### config.mk
export PLATFORM = sky130hd
export DESIGN_NAME = rx_sidetone_mixer
export DESIGN_NICKNAME = d
export VERILOG_FILES = /design/src/rtl/rx_sidetone_mixer.sv
export SDC_FILE = /design/constraint.sdc
export NUM_CORES = 1
export LEC_CHECK = 0
export ABC_AREA = 0
export BUFFER_PORTS_ARGS = -buffer_cell sky130_fd_sc_hd__buf_4
export CAP_MARGIN = 40
export CORE_MARGIN = 5
export CORE_UTILIZATION = 45
export CTS_CLUSTER_SIZE = 28
export DETAILED_ROUTE_END_ITERATION = 12
export SLEW_MARGIN = 10
export SYNTH_ARGS = -nofsm -noshare
export SYNTH_HDL_FRONTEND = slang
export SYNTH_SLANG_ARGS = --single-unit
### constraint.sdc
create_clock -name clk -period 9.05 [get_ports clk]
set_input_delay 0.4525 -clock clk [delete_from_list [all_inputs] [get_ports clk]]
set_output_delay 0.4525 -clock clk [all_outputs]
set_load 0.01 [all_outputs]
### src/rtl/rx_sidetone_mixer.sv
module rx_sidetone_mixer #(
  parameter int DW      = 16,
  parameter int GW      = 16,
  parameter int FRAC    = 14,
  parameter int SCW     = 3,
  parameter int VCW     = 4,
  parameter int PCW     = 4,
  parameter int PGA_MAX = 12
) (
  input  logic           clk,
  input  logic           rst_n,
  input  logic           in_valid,
  input  logic [DW-1:0]  tx_sample,
  input  logic [DW-1:0]  rx_sample,
  input  logic           st_enable,
  input  logic           mic_mute,
  input  logic           ear_mute,
  input  logic [SCW-1:0] st_gain_code,
  input  logic [VCW-1:0] vol_code,
  input  logic [PCW-1:0] pga_code,
  output logic           out_valid,
  output logic [DW-1:0]  out_sample,
  output logic [PCW-1:0] pga_out
);

  localparam int PW = DW + GW + 1;
  localparam int SW = PW + 1;
  localparam logic signed [SW-1:0] SAT_HI = SW'((2 ** (DW - 1)) - 1);
  localparam logic signed [SW-1:0] SAT_LO = -SW'(2 ** (DW - 1));

  function automatic logic [GW-1:0] st_gain(input logic [SCW-1:0] c);
    case (c)
      3'd0:    st_gain = GW'(4115);
      3'd1:    st_gain = GW'(3269);
      3'd2:    st_gain = GW'(2597);
      3'd3:    st_gain = GW'(2063);
      3'd4:    st_gain = GW'(1638);
      3'd5:    st_gain = GW'(1301);
      default: st_gain = GW'(1034);
    endcase
  endfunction

  function automatic logic [GW-1:0] vol_gain(input logic [VCW-1:0] c);
    case (c)
      4'd0:    vol_gain = GW'(16384);
      4'd1:    vol_gain = GW'(13014);
      4'd2:    vol_gain = GW'(10338);
      4'd3:    vol_gain = GW'(8211);
      4'd4:    vol_gain = GW'(6523);
      4'd5:    vol_gain = GW'(5181);
      4'd6:    vol_gain = GW'(4115);
      4'd7:    vol_gain = GW'(3269);
      4'd8:    vol_gain = GW'(2597);
      default: vol_gain = GW'(2063);
    endcase
  endfunction

  logic signed [DW-1:0] tx_s, rx_s, tx_eff;
  logic signed [PW-1:0] st_prod, st_term;
  logic signed [SW-1:0] sum_w;
  logic signed [DW-1:0] sum_sat;

  assign tx_s    = tx_sample;
  assign rx_s    = rx_sample;
  assign tx_eff  = (st_enable && !mic_mute) ? tx_s : '0;
  assign st_prod = tx_eff * $signed({1'b0, st_gain(st_gain_code)});
  assign st_term = st_prod >>> FRAC;
  assign sum_w   = SW'(st_term) + SW'(rx_s);
  assign sum_sat = (sum_w > SAT_HI) ? DW'(SAT_HI) :
                   (sum_w < SAT_LO) ? DW'(SAT_LO) : sum_w[DW-1:0];

  logic                 s1_vld, s1_mute;
  logic signed [DW-1:0] s1_sum;
  logic [GW-1:0]        s1_vgain;
  logic [PCW-1:0]       s1_pga;

  always_ff @(posedge clk) begin
    if (!rst_n) begin
      s1_vld   <= 1'b0;
      s1_mute  <= 1'b0;
      s1_sum   <= '0;
      s1_vgain <= '0;
      s1_pga   <= '0;
    end else begin
      s1_vld <= in_valid;
      if (in_valid) begin
        s1_mute  <= ear_mute;
        s1_sum   <= sum_sat;
        s1_vgain <= vol_gain(vol_code);
        s1_pga   <= (pga_code > PCW'(PGA_MAX)) ? PCW'(PGA_MAX) : pga_code;
      end
    end
  end

  logic signed [PW-1:0] v_prod, v_term;
  assign v_prod = s1_sum * $signed({1'b0, s1_vgain});
  assign v_term = v_prod >>> FRAC;

  always_ff @(posedge clk) begin
    if (!rst_n) begin
      out_valid  <= 1'b0;
      out_sample <= '0;
      pga_out    <= '0;
    end else begin
      out_valid <= s1_vld;
      if (s1_vld) begin
        out_sample <= s1_mute ? '0 : v_term[DW-1:0];
        pga_out    <= s1_pga;
      end
    end
  end

  function automatic int unsigned mag(input logic signed [DW-1:0] v);
    mag = (v < 0) ? int'(-int'(v)) : int'(v);
  endfunction

  AST_VALID_LAT: assert property (@(posedge clk) disable iff (!rst_n)
    in_valid |-> ##2 out_valid);
  AST_NO_SPURIOUS: assert property (@(posedge clk) disable iff (!rst_n)
    !in_valid |-> ##2 !out_valid);
  AST_ST_OFF: assert property (@(posedge clk) disable iff (!rst_n)
    (in_valid && !st_enable && !ear_mute && vol_code == '0)
      |=> ##1 (out_sample == $past(rx_sample, 2)));
  AST_MIC_MUTE: assert property (@(posedge clk) disable iff (!rst_n)
    (in_valid && mic_mute && !ear_mute && vol_code == '0)
      |=> ##1 (out_sample == $past(rx_sample, 2)));
  AST_EAR_MUTE: assert property (@(posedge clk) disable iff (!rst_n)
    (in_valid && ear_mute) |=> ##1 (out_sample == '0));
  AST_VOL_ATTEN: assert property (@(posedge clk) disable iff (!rst_n)
    s1_vld |=> (mag(out_sample) <= mag($past(s1_sum))));
  AST_PGA_RANGE: assert property (@(posedge clk) disable iff (!rst_n)
    out_valid |-> (pga_out <= PCW'(PGA_MAX)));

endmodule

# After elaboration in Yosys (flattened, before gate mapping)
# Memories as Yosys holds them, arrays and structs flattened. A register that Yosys moved wholly into a read port is not among the register bits.
# Cells that the tools add are included.
# W data, S select, Z words.
[classes]
add_sub_neg = 1
multipliers = 2
n_lt_le_gt_ge = 3
n_eq_ne = 5
muxes = 6
n_reduce_logical = 4
[ops]
columns = ["operator", "n"]
rows = [
  ["$pmux W13 S6", 1],
  ["$mux W16", 4],
  ["$mul A16 B14 Y30", 1],
  ["$mul A16 B17 Y30", 1],
  ["$add A16 B16 Y17", 1],
  ["$gt A17 B16 Y1 const B", 1],
  ["$lt A17 B16 Y1 const B", 1],
  ["$eq A3 B2 Y1 const B", 2],
  ["$eq A3 B3 Y1 const B", 2],
  ["$gt A4 B4 Y1 const B", 1],
  ["$mux W4", 1],
  ["$eq A3 B1 Y1 const B", 1],
  ["$logic_not A3 Y1", 1],
  ["$logic_not A1 Y1", 2],
  ["$logic_and A1 B1 Y1", 1],
]
[word_totals]
ff_bits = 59
romBits = 240
out_inout_bits = 21
elab_cells = 30
mem_count = 1
[mem_list]
columns = ["name", "words", "width", "rd", "rd_ports_with_merged_regs", "write_ports", "line", "text"]
rows = [
  ["(name not given)", 16, 15, 1, 1, 0, "44", "case (c)"],
]

# Logic depth before layout (Yosys ltp)
# Gate-level depths: netlist of run 1.
[depth]
depth_word = 8
ltp_mapped = 38
ltp_nobuf = 34

# Least setup slack after synthesis of run 1
# No wires, ideal clock.
[synth_path]
path_type = "input port to flip-flop"
from = "input st_gain_code[1]"
to = "register s1_sum[12]"
t_arrival_ps = 8282
path_slack_ps = 652
stages = 33
cell_sequence = "buf_1 or3_1 clkbuf_1 nand2_1 clkbuf_1 nor2_1 fa_1 inv_1 fa_1 inv_1 fa_1 fa_1 fa_1 inv_1 fa_1 inv_1 ha_1 a21oi_1 nor2_1 a211oi_1 o21ai_0 a31oi_1 a21oi_1 a31oi_1 ha_1 and4_4 and3_1 a21oi_2 a31oi_4 a311oi_4 buf_6 o31ai_1 a31o_1"
[synth_between]
elab_chain_len = 7
[synth_lines]
columns = ["item", "line", "text"]
rows = [
  ["start: declaration", "18", "input logic [SCW-1:0] st_gain_code,"],
  ["$eq A3 B3 Y1 (tied with other cells)", "32", "case (c)"],
  ["$pmux W13 S6 *", "32", ""],
  ["$mul A16 B14 Y30 *", "66", "assign st_prod = tx_eff * $signed({1'b0, st_gain(st_gain_code)});"],
  ["$add A16 B16 Y17 *", "68", "assign sum_w = SW'(st_term) + SW'(rx_s);"],
  ["$lt A17 B16 Y1", "70", "(sum_w < SAT_LO) ? DW'(SAT_LO) : sum_w[DW-1:0];"],
  ["$mux W16", "70", ""],
  ["$mux W16 *", "69", "assign sum_sat = (sum_w > SAT_HI) ? DW'(SAT_HI) :"],
  ["end signal: assignment", "88", "s1_sum <= sum_sat;"],
  ["end: declaration", "73", "logic signed [DW-1:0] s1_sum;"],
]
# Every way passes the cells marked *; elsewhere a longest branch is shown, timed or not.
# A chain may end at the register's enable or synchronous reset.

# Final worst setup path of run 1
[layout_path]
from = "input st_gain_code[1]"
to = "register s1_sum[5]"
# The elaborated chain is that of the path after synthesis.

==> load_flow_metrics.sql, run 1 <==
INSERT INTO impl_metrics (metric_group, metric, value, unit) VALUES
('floorplan', 'fp.coreArea', '40700', 'um^2'),
('power_and_ir_drop', 'power_per_cell_area', '149', 'nW/um^2'),
('clocking', 'clkSinkCount', '58', ''),
('sta', 'finalHoldWorstSlack', '391', 'ps'),
('drt', 'totalWireLength', '45.2', 'mm'),
('finish', 'area_growth', '7.70', '%'),
('sta', 'rsz0062_at_grt', 'false', ''),
('logic_synthesis', 'synthTopCellsByArea', 'fa_1 41%, ha_1 14%, inv_1 9.9%', ''),
('clocking', 'postCtsSetupBuffers', '0', ''),
('logic_synthesis', 'synth_compound_area_frac', '0.0746', ''),
('place', 'place.gp.congestion', '0.910', ''),
('clocking', 'post_cts.resized_instances', '0', ''),
('finish', 'nNetsFinal', '2778', ''),
('worst_setup_path', 'r2r-end', 'out_sample[10]', ''),
('logic_synthesis', 'synth-simple-area-share', '0.162', ''),
('drt', 'drtIter0Drc', '760', ''),
('clocking', 'ctsRootBufferMaster', 'clkbuf_16', ''),
('global_route', 'grt_overflow_total', '0', ''),
('finish', 'postLayoutCellArea', '19900', 'um^2'),
('floorplan', 'die_x', '213', 'um'),
('finish', 'antenna_cells', '0', ''),
('logic_synthesis', 'synth_largest_area_cell', 'fa_1', ''),
('worst_setup_path', 'worstSetupPathDepth', '30', ''),
('sta', 'worstMarginPinSlew', '871', 'ps'),
('worst_setup_path', 'worst_setup_path_endpoint', 's1_sum[5]', ''),
('logic_synthesis', 'synth.cell_area', '18500', 'um^2'),
('finish', 'layout.core_utilization', '0.488', ''),
('global_route', 'track_usage', '0.214', ''),
('sta', 'timing.final.max_slew_violations', '0', ''),
('power_and_ir_drop', 'vdd.ir_drop.worst', '0.307', 'mV'),
('sta', 'setup_violations', '0', ''),
('logic_synthesis', 'synth_top_family_by_area', 'adder cells', ''),
('drt', 'routedWlPerCell', '16.8', 'um'),
('clocking', 'h_tree_depth', '3', ''),
('worst_setup_path', 'worst-r2r-setup-slack', '2230', 'ps'),
('logic_synthesis', 'synth_sequential_area_ratio', '0.0629', ''),
('drt', 'vias_per_cell', '5.20', ''),
('worst_setup_path', 'worst-endpoint-arrival', '8590', 'ps'),
('drt', 'remaining_antenna_violation_count_after_routing', '0', ''),
('sta', 'finalHoldViolCount', '0', ''),
('sta', 'timing.setup.tns', '0', 'ps'),
('drt', 'route.vias.total', '14000', ''),
('logic_synthesis', 'synth_cells', '2115', ''),
('floorplan', 'floorplan.rows', '74', ''),
('logic_synthesis', 'post_synth_mux_area_share', '0.00596', ''),
('worst_setup_path', 'worst_r2r_path_depth', '21', ''),
('worst_setup_path', 'critPathCaptureType', 'flip-flop', ''),
('clocking', 'clockBufferDepth', '2', ''),
('worst_setup_path', 'cell_type_group_with_the_largest_total_delay_on_the_critical_path', 'adder cells', ''),
('logic_synthesis', 'synth_most_common_cell', 'inv_1', ''),
('min_path', 'holdCritPathClass', 'primary input to flip-flop', ''),
('worst_setup_path', 'timing.critical_path.from_type', 'primary input', ''),
('sta', 'final.min_clock_period', '8320', 'ps'),
('drt', 'post-route-drc-count', '0', ''),
('power_and_ir_drop', 'post-layout-total-power', '2970', 'uW'),
('sta', 'worst_clock_skew', '11.6', 'ps'),
('worst_setup_path', 'worst_path_max_delay_cell', 'fa_1', ''),
('logic_synthesis', 'yosys.area_share.xor_xnor', '0.0232', ''),
('logic_synthesis', 'synth-adder-area-share', '0.555', ''),
('worst_setup_path', 'worst_ep_required_time', '9320', 'ps'),
('worst_setup_path', 'cp_num_buf_inv', '5', ''),
('global_route', 'pin_count_of_the_biggest_net_entering_global_routing', '50', ''),
('logic_synthesis', 'synth-edff-count', '0', ''),
('sta', 'max_slew_margin_vs_limit', '0.419', ''),
('logic_synthesis', 'yosys-top-cells-count', '485 x inv_1, 380 x fa_1, 255 x nand2_1', ''),
('drt', 'drt-pass1-iter-count', '7', ''),
('run_status', 'outcome', 'finished clean', ''),
('run', 'maxCapViolations', '0', ''),
('sta', 'fmaxAchievable', '120', 'MHz'),
('power_and_ir_drop', 'p_leak', '0.0101', 'uW'),
('floorplan', 'die_y', '213', 'um');
==> flip-flops by register name, indices dropped and copies added (netlist names) <==
name and flops:
s1_mute 1, out_valid 1, s1_pga 4, s1_sum 16, out_sample 16, pga_out 4
s1_vld 1, s1_vgain 15
==> metrics by stage <==
step / worst slack, ps / instances
6_report: 730 / 2686
5_1_grt: 110 / 2686
4_1_cts: 738 / 2686
3_5_place_dp: 418 / 2670
3_3_place_gp: 496 / 2670
2_1_floorplan: 652 / 2115
==> cells by family after synthesis <==
family	Yosys count
buffers and inverters	567
AND/OR/NAND/NOR	636
multiplexers	11
adder cells (fa/ha/maj)	593
XOR/XNOR	49
AO/OA/AOI/OAI	201
flip-flops	58
==> cells in the final DEF (no fill, tap or decap), types with 11 or more instances in the layout <==
master / instances
inv_1: 485
or3_1: 11
xnor2_1: 28
nand2b_1: 22
nor2_1: 137
buf_4: 104
a21oi_1: 59
a211oi_1: 12
a21o_1: 13
o21ai_0: 35
nand2_1: 255
fa_1: 380
nor3_1: 14
mux2i_1: 11
dfxtp_1: 58
xor2_1: 21
and2_1: 109
ha_1: 200
nand3_1: 24
nor2b_1: 29
==> power by group <==
group / leakage (uW) / internal, uW / switching [uW] / total [uW]
clock: 0.000146 / 215 / 132 / 346
combinational: 0.00949 / 923 / 1270 / 2190
sequential: 0.000476 / 305 / 132 / 436
total: 0.0101 / 1440 / 1530 / 2970
==> layout make-up <==
cell class | instances | area [um^2] | area share
inverter | 486 | 1820 | 0.0917
multi-input combinational | 1490 | 15200 | 0.762
timing repair buffer | 104 | 781 | 0.0392
sequential | 58 | 1160 | 0.0584
clock inverter | 7 | 77.6 | 0.00390
tap | 532 | 666 | 0.0335
clock buffer | 9 | 225 | 0.0113
==> layer usage <==
layer,vias to the layer above,global-route usage,share of wire
li1,6505,-,-
met2,341,0.359,0.48
met3,79,0.0276,0.046
met5,-,0,0
met1,7044,0.298,0.45
met4,0,0.0516,0.025
==> worst min-delay path, stage by stage <==
cell	delay (ps)
buf_4	80
mux2i_1	60
nor2b_1	90
==> worst min-delay path by stage <==
stage,startpoint,end,slack [ps],cells past startpoint
finish,pga_code[2],s1_pga[2],390,3
floorplan,s1_pga[0],s1_pga[0],440,2
CTS,ear_mute,s1_mute,380,3
global route,ear_mute,s1_mute,400,3
global placement,out_sample[9],out_sample[9],450,2
detailed placement,out_sample[9],out_sample[9],460,2
(Power assumes the default switching activity.)
==> inputs of run 2 (changes only) <==
--- a/config.mk
+++ b/config.mk
@@ -12,6 +12,7 @@
 export CORE_UTILIZATION = 45
 export CTS_CLUSTER_SIZE = 28
 export DETAILED_ROUTE_END_ITERATION = 12
+export REMOVE_ABC_BUFFERS = 1
 export SLEW_MARGIN = 10
 export SYNTH_ARGS = -nofsm -noshare
 export SYNTH_HDL_FRONTEND = slang
==> load_flow_metrics.sql, run 2 (synthesis gave the netlist of run 1 again) <==
INSERT INTO impl_metrics (metric_group, metric, value, unit) VALUES
('run_status', 'outcome', 'finished clean', ''),
('clocking', 'cts_made_buffers', '9', ''),
('run', 'maxCapViolations', '0', ''),
('finish', 'nNetsFinal', '2765', ''),
('clocking', 'tritoncts', 'built', ''),
('drt', 'post-route-drc-count', '0', ''),
('power_and_ir_drop', 'vdd.ir_drop.worst', '0.101', 'mV'),
('clocking', 'clockBufferDepth', '2', ''),
('power_and_ir_drop', 'clkPwrFrac', '0.116', ''),
('floorplan', 'starting_density_of_the_core', '0.453', ''),
('floorplan', 'floorplan.rows', '74', ''),
('worst_setup_path', 'worst_path_max_delay_cell', 'fa_1', ''),
('drt', 'totalWireLength', '44.7', 'mm'),
('drt', 'drt-pass1-iter-count', '5', ''),
('min_path', 'holdCritPathClass', 'primary input to flip-flop', ''),
('worst_setup_path', 'worst-endpoint-arrival', '8630', 'ps'),
('drt', 'routedWlPerCell', '16.7', 'um'),
('sta', 'rsz0062_at_grt', 'false', ''),
('sta', 'timing.final.max_slew_violations', '0', ''),
('place', 'placedInstanceArea', '19500', 'um^2'),
('finish', 'stdcell_count', '2672', ''),
('worst_setup_path', 'timing.critical_path.from_type', 'primary input', ''),
('finish', 'most_frequent_cells_in_the_layout', '485 x inv_1, 380 x fa_1, 255 x nand2_1', ''),
('power_and_ir_drop', 'power_frac_seq', '0.165', ''),
('power_and_ir_drop', 'swShare', '0.504', ''),
('floorplan', 'die_y', '213', 'um'),
('sta', 'max_slew_margin_vs_limit', '0.420', ''),
('finish', 'area_growth', '7.11', '%'),
('power_and_ir_drop', 'p_leak', '0.0100', 'uW'),
('drt', 'remaining_antenna_violation_count_after_routing', '0', ''),
('clocking', 'cts.clk_slew.worst_paths', '50', 'ps'),
('finish', 'regArea', '1160', 'um^2'),
('finish', 'antenna_cells', '0', ''),
('global_route', 'grt_overflow_total', '0', ''),
('power_and_ir_drop', 'pwr-share-comb', '0.719', ''),
('clocking', 'postCtsSetupBuffers', '0', ''),
('finish', 'final.fill_count', '3963', ''),
('clocking', 'post_cts.resized_instances', '0', ''),
('worst_setup_path', 'path_max_fanout', '16', ''),
('clocking', 'ctsRootBufferMaster', 'clkbuf_16', ''),
('sta', 'post-route-period-util', '0.923', ''),
('sta', 'worst_clock_skew', '9.06', 'ps'),
('finish', 'final_common_cell', 'inv_1', ''),
('finish', 'fraction_of_final_layout_cells_with_drive_strength_greater_than_1', '0.0607', ''),
('floorplan', 'fp.coreArea', '40700', 'um^2'),
('clocking', 'clock_latency', '350', 'ps'),
('place', 'place.gp.congestion', '0.910', ''),
('place', 'io_buffer_count', '69', ''),
('global_route', 'track_usage', '0.208', ''),
('sta', 'timing.setup.tns', '0', 'ps'),
('finish', 'reg_top3', 'out_sample (16), s1_sum (16), s1_vgain (15)', ''),
('worst_setup_path', 'crit_type', 'primary input to flip-flop', ''),
('global_route', 'pin_count_of_the_biggest_net_entering_global_routing', '50', ''),
('sta', 'setup_violations', '0', ''),
('power_and_ir_drop', 'power_per_cell_area', '145', 'nW/um^2'),
('floorplan', 'die_x', '213', 'um'),
('worst_setup_path', 'worst_ep_required_time', '9320', 'ps'),
('drt', 'vias_per_cell', '5.15', ''),
('finish', 'layout.core_utilization', '0.486', ''),
('power_and_ir_drop', 'p_sw', '1450', 'uW'),
('worst_setup_path', 'critPathCaptureType', 'flip-flop', ''),
('sta', 'finalHoldViolCount', '0', ''),
('sta', 'final.min_clock_period', '8350', 'ps'),
('place', 'placedCellCount', '2657', ''),
('drt', 'route.vias.total', '13800', ''),
('global_route', 'initial_antenna_violation_count', '3', ''),
('global_route', 'first_global_vias', '15000', ''),
('sta', 'fmaxAchievable', '120', 'MHz'),
('place', 'dp_hpwl', '37.7', 'mm'),
('power_and_ir_drop', 'power.internal', '1420', 'uW'),
('worst_setup_path', 'worst-r2r-setup-slack', '2070', 'ps'),
('clocking', 'clkSinkCount', '58', ''),
('finish', 'postLayoutCellArea', '19800', 'um^2'),
('floorplan', 'num_io_pins', '70', ''),
('sta', 'worstMarginPinSlew', '869', 'ps'),
('worst_setup_path', 'highest_cell_delay_on_the_worst_timing_path', '550', 'ps'),
('drt', 'drtIter0Drc', '718', ''),
('clocking', 'cts_hold_repair.buffers', '0', ''),
('finish', 'multi_input_area', '15200', 'um^2'),
('clocking', 'h_tree_depth', '3', ''),
('worst_setup_path', 'worst_path_most_repeated_cell', 'fa_1', ''),
('global_route', 'wire_length_of_the_first_global_routing_pass', '75.8', 'mm'),
('floorplan', 'die-area', '45200', 'um^2'),
('sta', 'finalHoldWorstSlack', '384', 'ps');
==> run 2: cell count changes in the layout (fill, tap and decap cells not counted), sizes merged <==
cell      delta
buf         -13
clkbuf       +4
clkinv       -2
bufinv       -1
clkinvlp     -1
inv          -1
==> run 2: area by class of cell <==
class / instances / area share
clock inverters: 2 / 0.000506
flip-flops and latches: 58 / 0.0587
well taps: 532 / 0.0336
repair buffers: 91 / 0.0345
inverters: 486 / 0.0922
multi-input cells: 1490 / 0.766
clock buffers: 13 / 0.0142
==> run 2: power by group through the flow <==
stage | sequential (uW) | clock, uW | combinational [uW]
6_report | 474 | 333 | 2060
5_1_grt | 485 | 356 | 2390
4_1_cts | 470 | 341 | 2100
3_5_place_dp | 475 | 0 | 2090
3_3_place_gp | 472 | 0 | 2030
2_1_floorplan | 406 | 0 | 1560
==> run 2: path summary, 6_finish.rpt <==
check,to,from,cells after the start
worst max-delay path,s1_sum[8],st_gain_code[0],31
worst min-delay path,s1_mute,ear_mute,3
worst max register to register,out_sample[10],s1_vgain[10],20
worst min register to register,out_sample[9],out_sample[9],2
==> run 2: per-layer routing <==
| layer | track usage | up-vias | wire (um) |
|---|---|---|---|
| met1 | 0.278 | 6879 | 19400 |
| met2 | 0.367 | 351 | 22300 |
| met5 | 0 | - | 41 |
| met3 | 0.0239 | 62 | 2040 |
| li1 | - | 6469 | - |
| met4 | 0.0448 | 6 | 889 |
==> run 2: per-stage QoR <==
stage / setup WS (ps) / total power (uW)
after floorplan: 27.2 / 1970
final: 698 / 2870
after global placement: 446 / 2500
after CTS: 653 / 2910
after detailed placement: 311 / 2570
after global routing: 35.9 / 3230
==> run 2: critical path: cells and delay by family <==
family | cells | cell delay (ps)
adders and majority gates | 9 | 4020
and+or+nand+nor | 8 | 1960
AOI/OAI and AO/OA | 8 | 1510
buffers and inverters | 5 | 500
xor gates and xnor gates | 1 | 140
